==> config.mk <==
export PLATFORM = sky130hd
export DESIGN_NAME = hbd_decim2
export DESIGN_NICKNAME = d
export VERILOG_FILES = /design/src/rtl/hbd_pkg.sv /design/src/rtl/hbd_rst_sync.sv /design/src/rtl/hbd_pair_phase.sv /design/src/rtl/hbd_tapline.sv /design/src/rtl/hbd_shiftadd.sv /design/src/rtl/hbd_round_sat.sv /design/src/rtl/hbd_decim2.sv
export SDC_FILE = /design/constraint.sdc
export NUM_CORES = 1
export LEC_CHECK = 0
export ABC_AREA = 1
export BUFFER_PORTS_ARGS = -buffer_cell sky130_fd_sc_hd__buf_2
export CAP_MARGIN = 10
export CORE_AREA = 5 5 176 144
export DETAILED_ROUTE_END_ITERATION = 8
export DIE_AREA = 0 0 181 149
export HOLD_SLACK_MARGIN = 0.08
export MAX_ROUTING_LAYER = met4
export PLACE_DENSITY = 0.65
export SYNTH_ARGS = -nofsm -noshare
export SYNTH_HDL_FRONTEND = slang
export SYNTH_SLANG_ARGS = --single-unit
==> constraint.sdc <==
create_clock -name clk -period 7.9 [get_ports clk]
set_clock_uncertainty 0.05 [all_clocks]
set_input_delay 0.395 -clock clk [delete_from_list [all_inputs] [get_ports clk]]
set_output_delay 0.395 -clock clk [all_outputs]
set_load 0.02 [all_outputs]
==> src/rtl/hbd_pkg.sv <==
package hbd_pkg;
  // Filter shape is fixed: seven taps, coefficients in 1/32 units.
  localparam int unsigned NTAP   = 7;
  localparam int unsigned NCH    = 2;
  localparam int unsigned FRAC   = 5;    // coefficient denominator 2^FRAC
  localparam int unsigned GUARD  = 5;    // headroom bits above the sample width
  localparam logic        TAG_A  = 1'b0;
  localparam logic        TAG_B  = 1'b1;
  // Tap positions (in samples of one stream) used by the half-band form.
  localparam int unsigned T_NEAR = 2;
  localparam int unsigned T_CTR  = 3;
  localparam int unsigned T_FAR  = 4;
  localparam int unsigned T_OLD  = NTAP - 1;
endpackage

==> src/rtl/hbd_rst_sync.sv <==
module hbd_rst_sync (
  input  logic clk,
  input  logic rst_n,
  output logic rst_sync_n
);
  logic [1:0] sync_q;

  always_ff @(posedge clk or negedge rst_n) begin
    if (!rst_n) sync_q <= 2'b00;
    else        sync_q <= {sync_q[0], 1'b1};
  end

  assign rst_sync_n = sync_q[1];
endmodule

==> src/rtl/hbd_pair_phase.sv <==
module hbd_pair_phase
  import hbd_pkg::*;
(
  input  logic clk,
  input  logic rst_n,
  input  logic in_vld,
  input  logic in_ch,
  output logic fire
);
  logic pair_q, pair_d;   // 0 = even pair, 1 = odd pair
  logic exp_q, exp_d;     // tag expected on the next valid sample

  always_comb begin
    pair_d = pair_q;
    exp_d  = exp_q;
    if (in_vld) begin
      exp_d = ~exp_q;
      if (in_ch == TAG_B) pair_d = ~pair_q;
    end
    fire = in_vld && !pair_q;
  end

  always_ff @(posedge clk or negedge rst_n) begin
    if (!rst_n) begin
      pair_q <= 1'b0;
      exp_q  <= TAG_A;
    end else begin
      pair_q <= pair_d;
      exp_q  <= exp_d;
    end
  end


  pair_hold_chk: assert property (@(posedge clk) disable iff (!rst_n)
    !(in_vld && in_ch == TAG_B) |=> $stable(pair_q));

  tag_order_chk: assert property (@(posedge clk) disable iff (!rst_n)
    in_vld |-> (in_ch == exp_q));
endmodule

==> src/rtl/hbd_tapline.sv <==
module hbd_tapline
  import hbd_pkg::*;
#(
  parameter int W = 16
) (
  input  logic         clk,
  input  logic         rst_n,
  input  logic         in_vld,
  input  logic [W-1:0] in_data,
  output logic [W-1:0] t_new,
  output logic [W-1:0] t_near,
  output logic [W-1:0] t_ctr,
  output logic [W-1:0] t_far,
  output logic [W-1:0] t_old
);
  // One stream sample of delay spans NCH line positions.
  localparam int DEPTH = (NTAP - 1) * NCH;

  logic [DEPTH-1:0][W-1:0] line_q, line_d;

  always_comb begin
    line_d = line_q;
    if (in_vld) begin
      line_d[0] = in_data;
      for (int i = 1; i < DEPTH; i++) line_d[i] = line_q[i-1];
    end
  end

  always_ff @(posedge clk or negedge rst_n) begin
    if (!rst_n) line_q <= '0;
    else        line_q <= line_d;
  end

  // Tap k of the current stream sits at line position k*NCH-1.
  assign t_new  = in_data;
  assign t_near = line_q[T_NEAR*NCH-1];
  assign t_ctr  = line_q[T_CTR*NCH-1];
  assign t_far  = line_q[T_FAR*NCH-1];
  assign t_old  = line_q[T_OLD*NCH-1];


  line_hold_chk: assert property (@(posedge clk) disable iff (!rst_n)
    !in_vld |=> $stable(line_q));
endmodule

==> src/rtl/hbd_shiftadd.sv <==
module hbd_shiftadd #(
  parameter int W  = 16,
  parameter int AW = 22
) (
  input  logic [W-1:0]         t_new,
  input  logic [W-1:0]         t_near,
  input  logic [W-1:0]         t_ctr,
  input  logic [W-1:0]         t_far,
  input  logic [W-1:0]         t_old,
  output logic signed [AW-1:0] acc
);
  function automatic logic signed [AW-1:0] sx(input logic [W-1:0] v);
    return signed'({{(AW-W){v[W-1]}}, v});
  endfunction

  logic signed [AW-1:0] outer_sum, inner_sum, inner_x9, ctr_x16;

  // Sum the symmetric pairs first, then one constant scale per pair.
  always_comb begin
    outer_sum = sx(t_new) + sx(t_old);
    inner_sum = sx(t_near) + sx(t_far);
    inner_x9  = (inner_sum <<< 3) + inner_sum;
    ctr_x16   = sx(t_ctr) <<< 4;
    acc       = inner_x9 + ctr_x16 - outer_sum;
  end
endmodule

==> src/rtl/hbd_round_sat.sv <==
module hbd_round_sat #(
  parameter int W    = 16,
  parameter int AW   = 22,
  parameter int FRAC = 5
) (
  input  logic signed [AW-1:0] acc,
  output logic [W-1:0]         y
);
  localparam logic signed [AW-1:0] HALF =
    signed'({{(AW-FRAC){1'b0}}, 1'b1, {(FRAC-1){1'b0}}});
  localparam logic signed [AW-1:0] MAXV =
    signed'({{(AW-W+1){1'b0}}, {(W-1){1'b1}}});
  localparam logic signed [AW-1:0] MINV =
    signed'({{(AW-W+1){1'b1}}, {(W-1){1'b0}}});

  logic signed [AW-1:0] rounded;

  always_comb begin
    rounded = (acc + HALF) >>> FRAC;
    if (rounded > MAXV)      y = MAXV[W-1:0];
    else if (rounded < MINV) y = MINV[W-1:0];
    else                     y = rounded[W-1:0];
  end
endmodule

==> src/rtl/hbd_decim2.sv <==
module hbd_decim2
  import hbd_pkg::*;
#(
  parameter int W = 16
) (
  input  logic         clk,
  input  logic         rst_n,
  input  logic         in_vld,
  input  logic         in_ch,
  input  logic [W-1:0] in_data,
  output logic         out_vld,
  output logic         out_ch,
  output logic [W-1:0] out_data
);
  localparam int AW = W + GUARD + 1;

  logic          rst_sync_n;
  logic          fire;
  logic [W-1:0]  t_new, t_near, t_ctr, t_far, t_old;
  logic signed [AW-1:0] acc;
  logic [W-1:0]  y;

  logic          vld_q, vld_d;
  logic          ch_q, ch_d;
  logic [W-1:0]  data_q, data_d;

  hbd_rst_sync u_rst (
    .clk(clk), .rst_n(rst_n), .rst_sync_n(rst_sync_n)
  );

  hbd_pair_phase u_phase (
    .clk(clk), .rst_n(rst_sync_n), .in_vld(in_vld), .in_ch(in_ch), .fire(fire)
  );

  hbd_tapline #(.W(W)) u_line (
    .clk(clk), .rst_n(rst_sync_n), .in_vld(in_vld), .in_data(in_data),
    .t_new(t_new), .t_near(t_near), .t_ctr(t_ctr), .t_far(t_far), .t_old(t_old)
  );

  hbd_shiftadd #(.W(W), .AW(AW)) u_mac (
    .t_new(t_new), .t_near(t_near), .t_ctr(t_ctr), .t_far(t_far), .t_old(t_old),
    .acc(acc)
  );

  hbd_round_sat #(.W(W), .AW(AW), .FRAC(FRAC)) u_rsat (
    .acc(acc), .y(y)
  );

  always_comb begin
    vld_d  = fire;
    ch_d   = ch_q;
    data_d = data_q;
    if (fire) begin
      ch_d   = in_ch;
      data_d = y;
    end
  end

  always_ff @(posedge clk or negedge rst_sync_n) begin
    if (!rst_sync_n) begin
      vld_q  <= 1'b0;
      ch_q   <= TAG_A;
      data_q <= '0;
    end else begin
      vld_q  <= vld_d;
      ch_q   <= ch_d;
      data_q <= data_d;
    end
  end

  assign out_vld  = vld_q;
  assign out_ch   = ch_q;
  assign out_data = data_q;


  out_follows_in_chk: assert property (@(posedge clk) disable iff (!rst_sync_n)
    out_vld |-> $past(in_vld));

  out_tag_chk: assert property (@(posedge clk) disable iff (!rst_sync_n)
    out_vld |-> (out_ch == $past(in_ch)));

  hold_between_chk: assert property (@(posedge clk) disable iff (!rst_sync_n)
    !out_vld |-> ($stable(out_data) && $stable(out_ch)));
endmodule

==> results of run 1 <==
==> layer usage <==
metal / share of wire / wire length [um] / global-route usage
met1: 0.52 / 12200 / 0.278
met2: 0.42 / 9850 / 0.272
met3: 0.040 / 929 / 0.0256
met4: 0.018 / 412 / 0.0353
met5: 0 / 0 / -
==> synth_stat cells, types with 2 or more instances <==
master | instances | area share
nand3_1 | 23 | 0.010
nand3_2 | 4 | 0.0035
nor3_1 | 7 | 0.0030
nor2_1 | 46 | 0.015
inv_1 | 199 | 0.065
dfrtp_1 | 213 | 0.46
nand2_1 | 377 | 0.12
a21o_1 | 3 | 0.0020
o21ai_0 | 183 | 0.080
ha_1 | 77 | 0.084
a31oi_1 | 8 | 0.0043
clkbuf_1 | 42 | 0.014
xnor2_1 | 11 | 0.0084
o21bai_1 | 5 | 0.0033
or2_2 | 2 | 0.0011
xor2_1 | 32 | 0.024
a21oi_1 | 42 | 0.018
nand4_1 | 5 | 0.0027
a21oi_2 | 9 | 0.0068
o21a_1 | 3 | 0.0020
nand2_2 | 6 | 0.0033
nand2_4 | 2 | 0.0020
fa_1 | 30 | 0.052
==> tightest hold or removal path, delay by kind of cell <==
kind                   cells  cell delay (ns)
and+or+nand+nor            2             0.12
buffers and inverters      1             0.13
==> repair_timing <==
action | in CTS | in global routing
hold buffers | 10 | 0
resized for setup | 0 | 0
hold endpoints to repair | 11 | 0
setup endpoints to repair | 0 | 0
==> per-stage QoR <==
stage          setup WS [ns]  std cells  instance area (um2)   util  hold slack (ns)
6_report                2.07       1700                12800  0.553           0.0990
3_5_place_dp            2.05       1650                12000  0.515            0.131
4_1_cts                 2.03       1700                12800  0.553           0.0847
3_3_place_gp            2.24       1650                12000  0.515            0.131
5_1_grt                 1.59       1700                12800  0.553           0.0915
2_1_floorplan           1.47       1342                11500      -           0.0494
==> cells by family after synthesis <==
kind of cell,after synthesis
buffers and inverters,244
AOI/OAI and AO/OA,258
DFF,213
xor gates and xnor gates,43
and+or+nand+nor,476
adders and majority gates,107
other,1
==> final cells by class <==
type	instances	area [um2]	area share
inverter	199	749	0.0583
timing repair buffer	51	330	0.0257
multi-input combinational	885	5250	0.409
clock inverter	10	150	0.0117
clock buffer	30	642	0.0500
tap	312	390	0.0304
sequential	213	5330	0.415
==> sequential cells by signal, indices dropped and copies added, names as in the netlist <==
name	flops
u_rst.sync_q	2
u_line.line_q	128
u_line.t_far	16
u_line.t_near	16
out_ch	1
out_vld	1
out_data	16
u_line.t_old	16
u_phase.pair_q	1
u_line.t_ctr	16
==> worst max-delay path by stage <==
stage | startpoint | to | slack [ns] | depth (start not counted)
6_report | u_line.t_far[0] | out_data[0] | 2.07 | 26
5_1_grt | u_line.t_far[0] | out_data[0] | 1.59 | 26
4_1_cts | u_line.t_far[0] | out_data[0] | 2.03 | 26
3_5_place_dp | u_line.t_far[0] | out_data[0] | 2.05 | 26
3_3_place_gp | u_line.t_near[0] | out_data[0] | 2.24 | 26
2_1_floorplan | u_rst.sync_q[1] | out_ch | 1.47 | 0
==> qor.yml, run 1 <==
final_layout:
  nFillCells: 2150
  layout_commonest_cell: "nand2_1"
  mostFrequentLayoutCells: "377 x nand2_1, 212 x dfrtp_1, 198 x inv_1, 183 x o21ai_0, 77 x ha_1"
  syn_to_final_growth_pct: 11.6
  nets: 1500
  num_antenna_cells: 0
  layout-drive-gt1-share: 0.0764
die:
  rows: 50
  io_pins: 38
  die_w_um: 181
  dieArea_um2: 27000
  core_um2: 23200
  start_util: 0.496
  die_h_um: 149
worst_setup_path:
  critPathMaxFanout: 15
  r2r_cells: 26
  reg2reg_from: "u_line.t_far[0]"
  r2r_end: "out_data[0]"
  cp_slowest_cell: "o21ai_0"
  required_ns: 8.24
  cp.arrival_ns: 6.17
  crit_path_end_kind: "register"
  worst-path-buf-inv: 1
  crit_family: "adder cells"
  critical_path_class: "register to register"
  crit_top_cell: "nand2_1"
  critPathMaxStageDelay_ns: 0.65
  crit_path_start_kind: "register"
  r2r_slack_ns: 2.07
routing:
  routed-via-count: 8389
  drtIter0Drc: 607
  first_pass_iters: 5
  wl_per_cell_um: 13.8
  drc_errors: 0
  viasPerCell: 4.93
  drt-total-wl_mm: 23.4
  ant_nets: 0
timing:
  fin_setup_tns_ns: 0
  rsz0062_at_grt: "no"
  fin_crit_sh: 0.738
  fmax_mhz: 172
  hold_violations: 0
  worst_slew_pin_slew_ns: 0.999
  setup_viol: 0
  drv_slew: 0
  max_slew_margin: 0.334
  fin_crit_ns: 5.83
placed_design:
  place_congestion: 0.903
  hpwl_mm: 16.8
  io_buffers: 37
clock_network:
  clk_path_buf_depth: 3
  cts-root-buf: "clkbuf_16"
  clk_latency_ns: 0.53
  path_clk_slew_ns: 0.06
  htree_levels: 1
  cts_tree: "built"
  cts.sinks: 213
  cts_setup_buffers: 0
  cts_buffers: 23
synth:
  synthSimpleGateAreaFrac: 0.167
  yosysUniqueCellTypes: 36
  synth-xor-area-share: 0.0327
  yosys-mux-area-fraction: 0
  synth_seq_cells: 213
  ys_warn_count: 0
  synth_compound_area_frac: 0.120
  synthesis.area_um2: 11500
  netlist_instances: 1342
  ys_seq_area_frac: 0.463
  synth_fa_ha_area_frac: 0.136
  syn-mean-instance-area_um2: 8.58
  synth-edff-count: 0
  ys.flop_type: "dfrtp_1"
  ys_async_sr_fraction: 1.00
  synth_nets: 1469
  synth_top_family_by_area: "simple AND/OR/NAND/NOR gates"
hold_path:
  hold_class: "primary input to register"
  holdPathEnd: "u_line.line_q[8]"
  min-delay-start: "in_data[8]"
  min_path_cells: 3
grt:
  globalRouteOverflowTotal: 0
  grt_usage: 0.185
  grt_max_degree: 143
  grt_pass1_vias: 8390
  grt_pass1_wl_mm: 40.9
  antenna_found_initial: 0
outcome:
  status: "completed"
job:
  cap_violations: 0
Power of run 1 is not shown: default switching activity piles up to over one toggle a cycle in this logic, so the estimate is an artifact.
==> inputs of run 2 (changes only) <==
--- a/config.mk
+++ b/config.mk
@@ -5,12 +5,12 @@
 export SDC_FILE = /design/constraint.sdc
 export NUM_CORES = 1
 export LEC_CHECK = 0
-export ABC_AREA = 1
+export ABC_AREA = 0
 export BUFFER_PORTS_ARGS = -buffer_cell sky130_fd_sc_hd__buf_2
 export CAP_MARGIN = 10
-export CORE_AREA = 5 5 176 144
+export CORE_AREA = 5 5 174 143
 export DETAILED_ROUTE_END_ITERATION = 8
-export DIE_AREA = 0 0 181 149
+export DIE_AREA = 0 0 179 148
 export HOLD_SLACK_MARGIN = 0.08
 export MAX_ROUTING_LAYER = met4
 export PLACE_DENSITY = 0.65
==> constraint.sdc (replaced) <==
create_clock -name clk -period 5.74 [get_ports clk]
set_clock_uncertainty 0.05 [all_clocks]
set_input_delay 0.287 -clock clk [delete_from_list [all_inputs] [get_ports clk]]
set_output_delay 0.287 -clock clk [all_outputs]
set_load 0.02 [all_outputs]
==> run 2 against run 1 <==
Maximum frequency grew 1.8%. Via count shrank 16%. Worst setup slack lost 2.1 ns. Core utilization grew 5.7 points. Highest routed layer unchanged. Sequential share of layout area shrank 3.5 points.
==> qor.yml, run 2 <==
outcome:
  status: "completed"
synth:
  synth.area.top_cells: "dfrtp_1 47%, mux2_2 19%, ha_1 8.5%"
  ys.flop_type: "dfrtp_1"
  synth_largest_area_cell: "dfrtp_1"
  yosys-top-cells-count: "213 x dfrtp_1, 187 x mux2_2, 77 x ha_1, 66 x inv_1, 40 x a21oi_1"
  synth_nets: 1027
  synth.most_common_cell: "dfrtp_1"
  syn-mean-instance-area_um2: 12.5
  yosysUniqueCellTypes: 52
  synthesis.area_um2: 11300
  ys_async_sr_fraction: 1.00
  ys_seq_area_frac: 0.472
  netlist_instances: 900
  synth-edff-count: 0
  ys_warn_count: 0
  synth_seq_cells: 213
  synth_top_cell_area_share: 0.472
final_layout:
  syn_to_final_growth_pct: 24.2
  regMostFlops: "u_line.line_q"
  fin_cells: 1385
  mostFrequentLayoutCells: "212 x dfrtp_1, 187 x mux2_2, 93 x buf_4, 61 x inv_1, 60 x ha_1"
  largest_reg_flops: 128
  final_core_util: 0.610
  layout_commonest_cell: "dfrtp_1"
  nets: 1183
  layout-drive-gt1-share: 0.415
  num_antenna_cells: 0
clock_network:
  clk_path_buf_depth: 3
  htree_levels: 1
  cts-root-buf: "clkbuf_16"
  clk_latency_ns: 0.51
  cts_tree: "built"
  path_clk_slew_ns: 0.06
  cts.sinks: 213
  cts_buffers: 23
routing:
  drt-total-wl_mm: 20.7
  viasPerCell: 5.10
  first_pass_iters: 4
  routed-via-count: 7060
  wl_per_cell_um: 15.0
  drtIter0Drc: 350
  drc_errors: 0
  ant_nets: 0
placed_design:
  io_buffers: 37
  placedCellCount: 1308
  dp_slack_ns: -0.358
  hpwl_mm: 14.2
  place_congestion: 0.810
grt:
  globalRouteOverflowTotal: 0
  grt_pass1_vias: 7218
  grt_pass1_wl_mm: 35.4
  grt_max_degree: 147
  antenna_found_initial: 0
  grt_usage: 0.166
die:
  io_pins: 38
  core_um2: 23000
  rows: 50
  start_util: 0.492
  die_h_um: 148
  dieArea_um2: 26500
  die_w_um: 179
timing:
  fin_crit_ns: 5.73
  worst_slew_pin_slew_ns: 1.07
  rsz0062_at_grt: "yes"
  setup_viol: 0
  max_slew_margin: 0.284
  hold_violations: 0
  fin_setup_tns_ns: 0
  fmax_mhz: 175
  drv_slew: 0
  setup_slack_ns: 0.0148
  fin_crit_sh: 0.997
worst_setup_path:
  cp-endpoint: "out_data[14]"
  r2r_slack_ns: 0.01
  crit_path_start_kind: "register"
  startpoint: "u_line.t_near[1]"
  r2r_end: "out_data[14]"
  cp.arrival_ns: 6.07
  critPathMaxFanout: 6
  required_ns: 6.08
  reg2reg_from: "u_line.t_near[1]"
  crit_path_end_kind: "register"
  critical_path_class: "register to register"
  r2r_cells: 22
job:
  cap_violations: 0
hold_path:
  hold_class: "primary input to register"
[run 2: cell types whose count changed after synthesis, moves of 16 or more]
cell	previous run	this run
o21ai_1	0	20
nand3_1	23	7
clkbuf_1	42	23
a21o_1	3	19
nor2_1	46	25
nand2_1	377	37
inv_1	199	66
mux2_2	0	187
xnor2_1	11	27
o21ai_0	183	18
[run 2: kinds of logic (layout without fill, tap and decap cells)]
logic type	Yosys count	after routing	share of synthesized area
xor+xnor	48	49	0.0406
mux	187	187	0.187
simple gates	112	112	0.0482
compound gates	139	140	0.0806
other cells	1	1	0.000332
flops	213	213	0.472
buf+inv	93	264	0.0329
fa+ha+maj	107	107	0.139
[run 2: worst min-delay path by stage]
stage	slack, ns	cells after the start	to	startpoint
detailed placement	0.02	1	u_rst.sync_q[0]	rst_n
global placement	0.02	1	u_rst.sync_q[0]	rst_n
floorplan	-0.06	0	u_rst.sync_q[0]	rst_n
global route	0.25	4	u_line.line_q[1]	in_data[1]
finish	0.26	4	u_line.line_q[1]	in_data[1]
CTS	0.31	0	u_rst.sync_q[1]	u_rst.sync_q[0]
[run 2: final cells by class]
cell class	instances	area, um2
clock buffer	32	669
inverter	66	248
sequential	213	5330
clock inverter	10	131
multi-input combinational	596	6030
fill	1864	8940
timing repair buffer	156	1210
tap	312	390
[run 2: critical path, cell delays in order (launching register included)]
cell	delay, ns
dfrtp_1	0.43
ha_1	0.31
a21o_1	0.18
a21o_1	0.19
a21oi_1	0.22
o21ai_1	0.18
a41oi_2	0.31
a21oi_2	0.13
a211o_1	0.28
a21o_1	0.22
xor2_1	0.15
ha_1	0.32
fa_1	0.40
ha_1	0.30
ha_1	0.34
and4_1	0.26
buf_4	0.14
a221o_1	0.38
a31oi_4	0.22
xnor2_4	0.12
buf_4	0.16
o21ai_4	0.22
o21ai_1	0.09
[run 2: layer usage]
metal	global-route usage	wire, um	vias up
met5	-	0	-
met3	0.0248	505	32
met2	0.265	10200	54
met1	0.228	9640	3509
met4	0.0330	408	0
li1	-	-	3465
[run 2: what timing repair did]
action,CTS,global route
setup endpoints to repair,16,16
pin swaps,29,62
hold buffers,19,0
resized for setup,44,36
endpoints found under the hold margin,20,0
cloned,2,0
setup buffers,7,12
[run 2: through the flow]
step	hold slack [ns]	area (um2)
2_1_floorplan	-0.0586	11300
5_1_grt	0.255	14000
4_1_cts	0.307	13700
3_3_place_gp	0.0234	12400
6_report	0.258	14000
3_5_place_dp	0.0243	12400
Power of run 2 is left out for the same reason.
